===== src/rtl/tlim_pkg.sv =====
`timescale 1ns/1ps
package tlim_pkg;

    typedef enum logic {
        MODE_WINDOW = 1'b0,
        MODE_THERMO = 1'b1
    } tlim_mode_e;

    typedef struct packed {
        logic above;
        logic below;
    } tlim_cmp_t;

    typedef struct packed {
        logic hi;
        logic lo;
        logic alert;
    } tlim_state_t;

    // Next state of one channel given the events sampled this cycle.
    function automatic tlim_state_t tlim_next(
        input tlim_state_t cur,
        input tlim_mode_e  mode,
        input tlim_cmp_t   cmp,
        input logic        conv,
        input logic        cfg_rd,
        input logic        clr
    );
        tlim_state_t nxt;
        logic        set_hi;
        logic        set_lo;
        logic        hot;
        nxt    = cur;
        set_hi = conv & cmp.above;
        set_lo = conv & cmp.below;
        if (mode == MODE_WINDOW) begin
            nxt.hi    = set_hi | (cur.hi & ~cfg_rd);
            nxt.lo    = set_lo | (cur.lo & ~cfg_rd);
            nxt.alert = set_hi | set_lo | (cur.alert & ~(cfg_rd | clr));
        end else if (conv) begin
            if (cmp.above)      hot = 1'b1;
            else if (cmp.below) hot = 1'b0;
            else                hot = cur.hi;
            nxt.hi    = hot;
            nxt.lo    = 1'b0;
            nxt.alert = hot;
        end
        return nxt;
    endfunction

endpackage


===== src/rtl/tlim_compare.sv =====
`timescale 1ns/1ps
module tlim_compare
    import tlim_pkg::*;
#(
    parameter int WORD_W = 16,
    parameter int TEMP_W = 14
) (
    input  logic [WORD_W-1:0] result_w,
    input  logic [WORD_W-1:0] hi_w,
    input  logic [WORD_W-1:0] lo_w,
    output tlim_cmp_t         cmp
);
    localparam int FRAC_W = WORD_W - TEMP_W;
    localparam logic [WORD_W-1:0] TEMP_MASK = {{TEMP_W{1'b1}}, {FRAC_W{1'b0}}};

    logic signed [WORD_W-1:0] res_s;
    logic signed [WORD_W-1:0] hi_s;
    logic signed [WORD_W-1:0] lo_s;

    always_comb begin
        res_s     = $signed(result_w & TEMP_MASK);
        hi_s      = $signed(hi_w & TEMP_MASK);
        lo_s      = $signed(lo_w & TEMP_MASK);
        cmp.above = (res_s > hi_s);
        cmp.below = (res_s < lo_s);
    end
endmodule


===== src/rtl/tlim_channel.sv =====
`timescale 1ns/1ps
module tlim_channel
    import tlim_pkg::*;
(
    input  logic        clk,
    input  logic        rst,
    input  tlim_mode_e  mode,
    input  tlim_cmp_t   cmp,
    input  logic        conv,
    input  logic        cfg_rd,
    input  logic        clr,
    output tlim_state_t st_q
);
    always_ff @(posedge clk) begin
        if (rst) st_q <= '0;
        else     st_q <= tlim_next(st_q, mode, cmp, conv, cfg_rd, clr);
    end

    AST_HOLD_NO_EVENT: assert property (@(posedge clk) disable iff (rst)
        (!conv && !cfg_rd && !clr) |=> $stable(st_q));

    AST_WIN_STICKY_HI: assert property (@(posedge clk) disable iff (rst)
        (mode == MODE_WINDOW && st_q.hi && !cfg_rd) |=> st_q.hi);

    AST_WIN_CFG_CLEARS: assert property (@(posedge clk) disable iff (rst)
        (mode == MODE_WINDOW && cfg_rd && !conv) |=> (st_q == '0));

    AST_THERMO_IGNORES_CLEAR: assert property (@(posedge clk) disable iff (rst)
        (mode == MODE_THERMO && !conv) |=> $stable(st_q));

    AST_THERMO_TRIP: assert property (@(posedge clk) disable iff (rst)
        (mode == MODE_THERMO && conv && cmp.above) |=> (st_q.hi && st_q.alert));

    AST_SET_WINS: assert property (@(posedge clk) disable iff (rst)
        (mode == MODE_WINDOW && conv && cmp.above) |=> (st_q.hi && st_q.alert));
endmodule


===== src/rtl/tlim_drive.sv =====
`timescale 1ns/1ps
module tlim_drive
    import tlim_pkg::*;
(
    input  tlim_mode_e  mode,
    input  logic        pol_high,
    input  tlim_state_t st,
    output logic        flag_hi,
    output logic        flag_lo,
    output logic        alert_lvl
);
    always_comb begin
        flag_hi   = st.hi;
        flag_lo   = (mode == MODE_THERMO) ? 1'b0 : st.lo;
        alert_lvl = pol_high ? st.alert : ~st.alert;
    end
endmodule


===== src/rtl/dual_temp_alert.sv =====
`timescale 1ns/1ps
module dual_temp_alert
    import tlim_pkg::*;
#(
    parameter int NUM_CH = 2,
    parameter int WORD_W = 16,
    parameter int TEMP_W = 14
) (
    input  logic                     clk,
    input  logic                     rst,
    input  logic                     conv_done,
    input  logic [WORD_W-1:0]        conv_result,
    input  logic [NUM_CH*WORD_W-1:0] hi_lim,
    input  logic [NUM_CH*WORD_W-1:0] lo_lim,
    input  logic [NUM_CH-1:0]        thermo_en,
    input  logic [NUM_CH-1:0]        pol_high,
    input  logic                     cfg_rd,
    input  logic [NUM_CH-1:0]        clr_cmd,
    output logic [NUM_CH-1:0]        flag_hi,
    output logic [NUM_CH-1:0]        flag_lo,
    output logic [NUM_CH-1:0]        alert_lvl
);
    for (genvar c = 0; c < NUM_CH; c++) begin : g_ch
        tlim_mode_e  mode;
        tlim_cmp_t   cmp;
        tlim_state_t st;

        assign mode = tlim_mode_e'(thermo_en[c]);

        tlim_compare #(.WORD_W(WORD_W), .TEMP_W(TEMP_W)) cmp_i (
            .result_w (conv_result),
            .hi_w     (hi_lim[c*WORD_W +: WORD_W]),
            .lo_w     (lo_lim[c*WORD_W +: WORD_W]),
            .cmp      (cmp)
        );

        tlim_channel ch_i (
            .clk    (clk),
            .rst    (rst),
            .mode   (mode),
            .cmp    (cmp),
            .conv   (conv_done),
            .cfg_rd (cfg_rd),
            .clr    (clr_cmd[c]),
            .st_q   (st)
        );

        tlim_drive drv_i (
            .mode      (mode),
            .pol_high  (pol_high[c]),
            .st        (st),
            .flag_hi   (flag_hi[c]),
            .flag_lo   (flag_lo[c]),
            .alert_lvl (alert_lvl[c])
        );
    end
endmodule


===== config.mk =====
export PLATFORM = sky130hd
export DESIGN_NAME = dual_temp_alert
export DESIGN_NICKNAME = d
export VERILOG_FILES = /design/src/rtl/tlim_pkg.sv /design/src/rtl/tlim_compare.sv /design/src/rtl/tlim_channel.sv /design/src/rtl/tlim_drive.sv /design/src/rtl/dual_temp_alert.sv
export SDC_FILE = /design/constraint.sdc
export NUM_CORES = 1
export LEC_CHECK = 0
export ABC_AREA = 1
export BUFFER_PORTS_ARGS = -buffer_cell sky130_fd_sc_hd__buf_2
export CAP_MARGIN = 20
export CORE_MARGIN = 4
export CORE_UTILIZATION = 45
export CTS_CLUSTER_SIZE = 25
export DETAILED_ROUTE_END_ITERATION = 16
export PLACE_DENSITY = 0.77
export SYNTH_ARGS = -nofsm -noshare
export SYNTH_HDL_FRONTEND = slang
export SYNTH_SLANG_ARGS = --single-unit

===== constraint.sdc =====
create_clock -name clk -period 2.05 [get_ports clk]
set_input_delay 0.1025 -clock clk [delete_from_list [all_inputs] [get_ports clk]]
set_output_delay 0.1025 -clock clk [all_outputs]
set_load 0.005 [all_outputs]

==> summary.txt <==
Cells and area
  • Area grow syn2layout: 23.2%
  • Most frequent cells in the layout: 108 x nand2_1, 99 x inv_1, 85 x buf_2, 54 x ha_1, 18 x a21oi_1
  • Share of cells above drive strength 1: 26.3%
  • Largest registers: g_ch.ch_i.st_q (6)
  • Top reg by flops: g_ch.ch_i.st_q
  • Fin nets: 584
  • Largest register FFs: 6
  • Post-layout util: 58.2%
  • Commonest non-fill, non-tap cell in the layout: nand2_1
  • Antenna diodes: 0

Setup path
  • WP data required: 2.16 ns
  • Startpoint Class: input port
  • Critical setup path kind: in -> reg
  • Arr. time, crit path: 1.51 ns
  • Flop2flop setup slack: 1.18 ns
  • Crit-path max FO: 5
  • CP endpoint kind: flop

Clock tree
  • Post-CTS resize count: 0
  • Clk_lat worst skew: 0.22 ns
  • Clock tree buffer depth: 2
  • CTS Buf Count: 3
  • Clock transition at the registers of the reported paths: 0.04 ns
  • Post-CTS Hold Buffers: 0
  • Postcts setup bufs: 0
  • Root Buffer: clkbuf_8
  • CTS tree: built
  • H-tree levels: 1
  • Sink Count: 6

Drt
  • DR vias: 2215
  • DR iter-0 viols: 69
  • Residual DRC: 0
  • Wire length per cell: 9.85 µm
  • Post-Route WL: 4830 µm
  • Vias per inst: 4.52
  • Total iterations of the first detailed-routing run: 4
  • Antenna viol nets, final: 0

Global route
  • Overflow after GRT: 0
  • Initial antenna violation count: 0
  • Vias in the first global route: 2059
  • First-pass GRT wire length: 8360 µm
  • GRT Util Overall: 16.5%
  • Largest net degree at the start of global routing: 8

STA
  • Final setup fails: 0
  • Max_slew headroom: 82.5%
  • Worst Clk Skew: 0.0000545 ns
  • Worst slew pin tran: 0.263 ns
  • Setup TNS: 0 ns
  • Min Tclk post-route: 1.40 ns
  • Max Clock Freq: 0.714 GHz
  • RSZ-0062 raised after global routing: false
  • Fin crit share: 68.3%
  • Slew Limit Fails: 0
  • Final Hold Violating Endpoints: 0

Min path
  • HP Class: in -> reg

Power
  • Clock power frac: 22.4%
  • Power Dens Cells: 304 nW/µm²
  • Max VDD drop: 192 µV
  • Static Leakage: 1.78 nW
  • P_sw: 0.321 mW
  • Sequential share of power: 17.5%
  • Combinational share of power: 60.0%
  • Int Pwr: 0.466 mW
  • Sw Share: 40.8%

Synthesis
  • Post-Synth Adder-Cell Area: 32.2%
  • Syn nets: 500
  • Synth top area share: 32.2%
  • #FFs+latches synth: 6
  • Main combinational cell family by area after synthesis: simple AND/OR/NAND/NOR gates
  • Synthesis Warnings: 0
  • Synth Area in XOR/XNOR: 0.834%
  • Synth Area in Compound Gates: 5.84%
  • Seq/Total Area, Yosys: 5.72%
  • Top cell type by total area after synthesis: ha_1
  • Syn_area_per_cell: 5.90 µm²
  • Area contributors post-synth: ha_1 32%, nand2_1 19%, inv_1 18%, dfxtp_1 5.7%, a21oi_1 4.3%
  • Synthesized instance count: 356
  • Post-synthesis cell type count: 19
  • Post-synthesis mux area share: 0%
  • Post-synthesis cell area: 2100 µm²
  • Simple-gate share of the synthesized area: 35.4%

Floorplanning
  • Row Count: 24
  • Starting Density: 47.2%
  • Die height: 76.3 µm
  • Core ar.: 4440 µm²
  • Die Area: 5820 µm²
  • Die width: 76.3 µm
  • Top Ports: 96

Placed design
  • Routability cong.: 0.859
  • Buffers on Ports: 85
  • DP HPWL: 4450 µm

Run
  • Max Cap Viol: 0

Status
  • Status: finished clean
-- power by group through the flow --
stage / Combinational [mW] / Sequential [mW] / Clock, mW
detailed placement: 0.477 / 0.139 / 0
finish: 0.472 / 0.138 / 0.177
floorplan: 0.322 / 0.138 / 0
global route: 0.555 / 0.139 / 0.192
global placement: 0.458 / 0.139 / 0
CTS: 0.479 / 0.138 / 0.182
-- critical path, stage by stage --
cell	delay (ns)
buf_2	0.14
ha_1	0.37
nand2_2	0.09
nor2_2	0.15
nand2_2	0.08
nor2_2	0.09
nand2_2	0.08
nand2_1	0.08
nand2_1	0.07
nand3_2	0.07
nand2_2	0.05
nor2_2	0.09
a21oi_2	0.05
-- layout make-up --
cell class	count	area, µm²
fillers	451	1860
inverters	100	375
flip-flops and latches	6	120
repair buffers	85	425
multi-input cells	244	1560
clock buffers	3	41.3
well taps	52	65.1
-- worst paths after layout --
kind                                     startpoint                           endpoint  cells past startpoint
hold reg to reg   g_ch[1].ch_i.st_q[1]$_SDFFE_PP0P_  g_ch[1].ch_i.st_q[1]$_SDFFE_PP0P_                      2
setup reg to reg  g_ch[1].ch_i.st_q[2]$_SDFFE_PP0P_  g_ch[1].ch_i.st_q[0]$_SDFFE_PP0P_                      6
setup / recovery                    conv_result[15]  g_ch[1].ch_i.st_q[0]$_SDFFE_PP0P_                     13
hold / removal                                  rst  g_ch[1].ch_i.st_q[0]$_SDFFE_PP0P_                      2
-- metrics by stage --
stage          worst slack, ns  hold slack [ns]  total power [mW]  cells  area, µm²
2_1_floorplan            0.701            0.165             0.459    356       2100
3_3_place_gp             0.483            0.346             0.597    487       2540
3_5_place_dp             0.411            0.353             0.616    487       2540
4_1_cts                  0.646            0.114             0.799    490       2590
5_1_grt                  0.501            0.127             0.887    490       2590
6_report                 0.649            0.119             0.787    490       2590
-- logic make-up after synthesis --
family	Yosys count
and+or+nand+nor	166
adders and majority gates	54
buffers and inverters	106
DFF	6
xor gates and xnor gates	2
AOI/OAI and AO/OA	22
-- per-layer routing --
layer | part of all wire [%] | GRT usage, % | wire, µm | vias to the layer above
met5 | 0 | 0 | 0 | -
met4 | 0 | 1.09 | 0 | 0
met3 | 6.4 | 3.19 | 309 | 0
met2 | 45 | 29.0 | 2180 | 52
met1 | 48 | 21.8 | 2340 | 934
li1 | - | - | - | 1229
-- Yosys cell counts (all sizes together) --
master  number
inv        100
and2         2
xnor2        2
and3         2
a21oi       20
buf          6
o21a         2
nand3       18
nor2        26
dfxtp        6
ha          54
nand2      116
nand4        2
No activity file was read; power rests on OpenSTA's default activity.
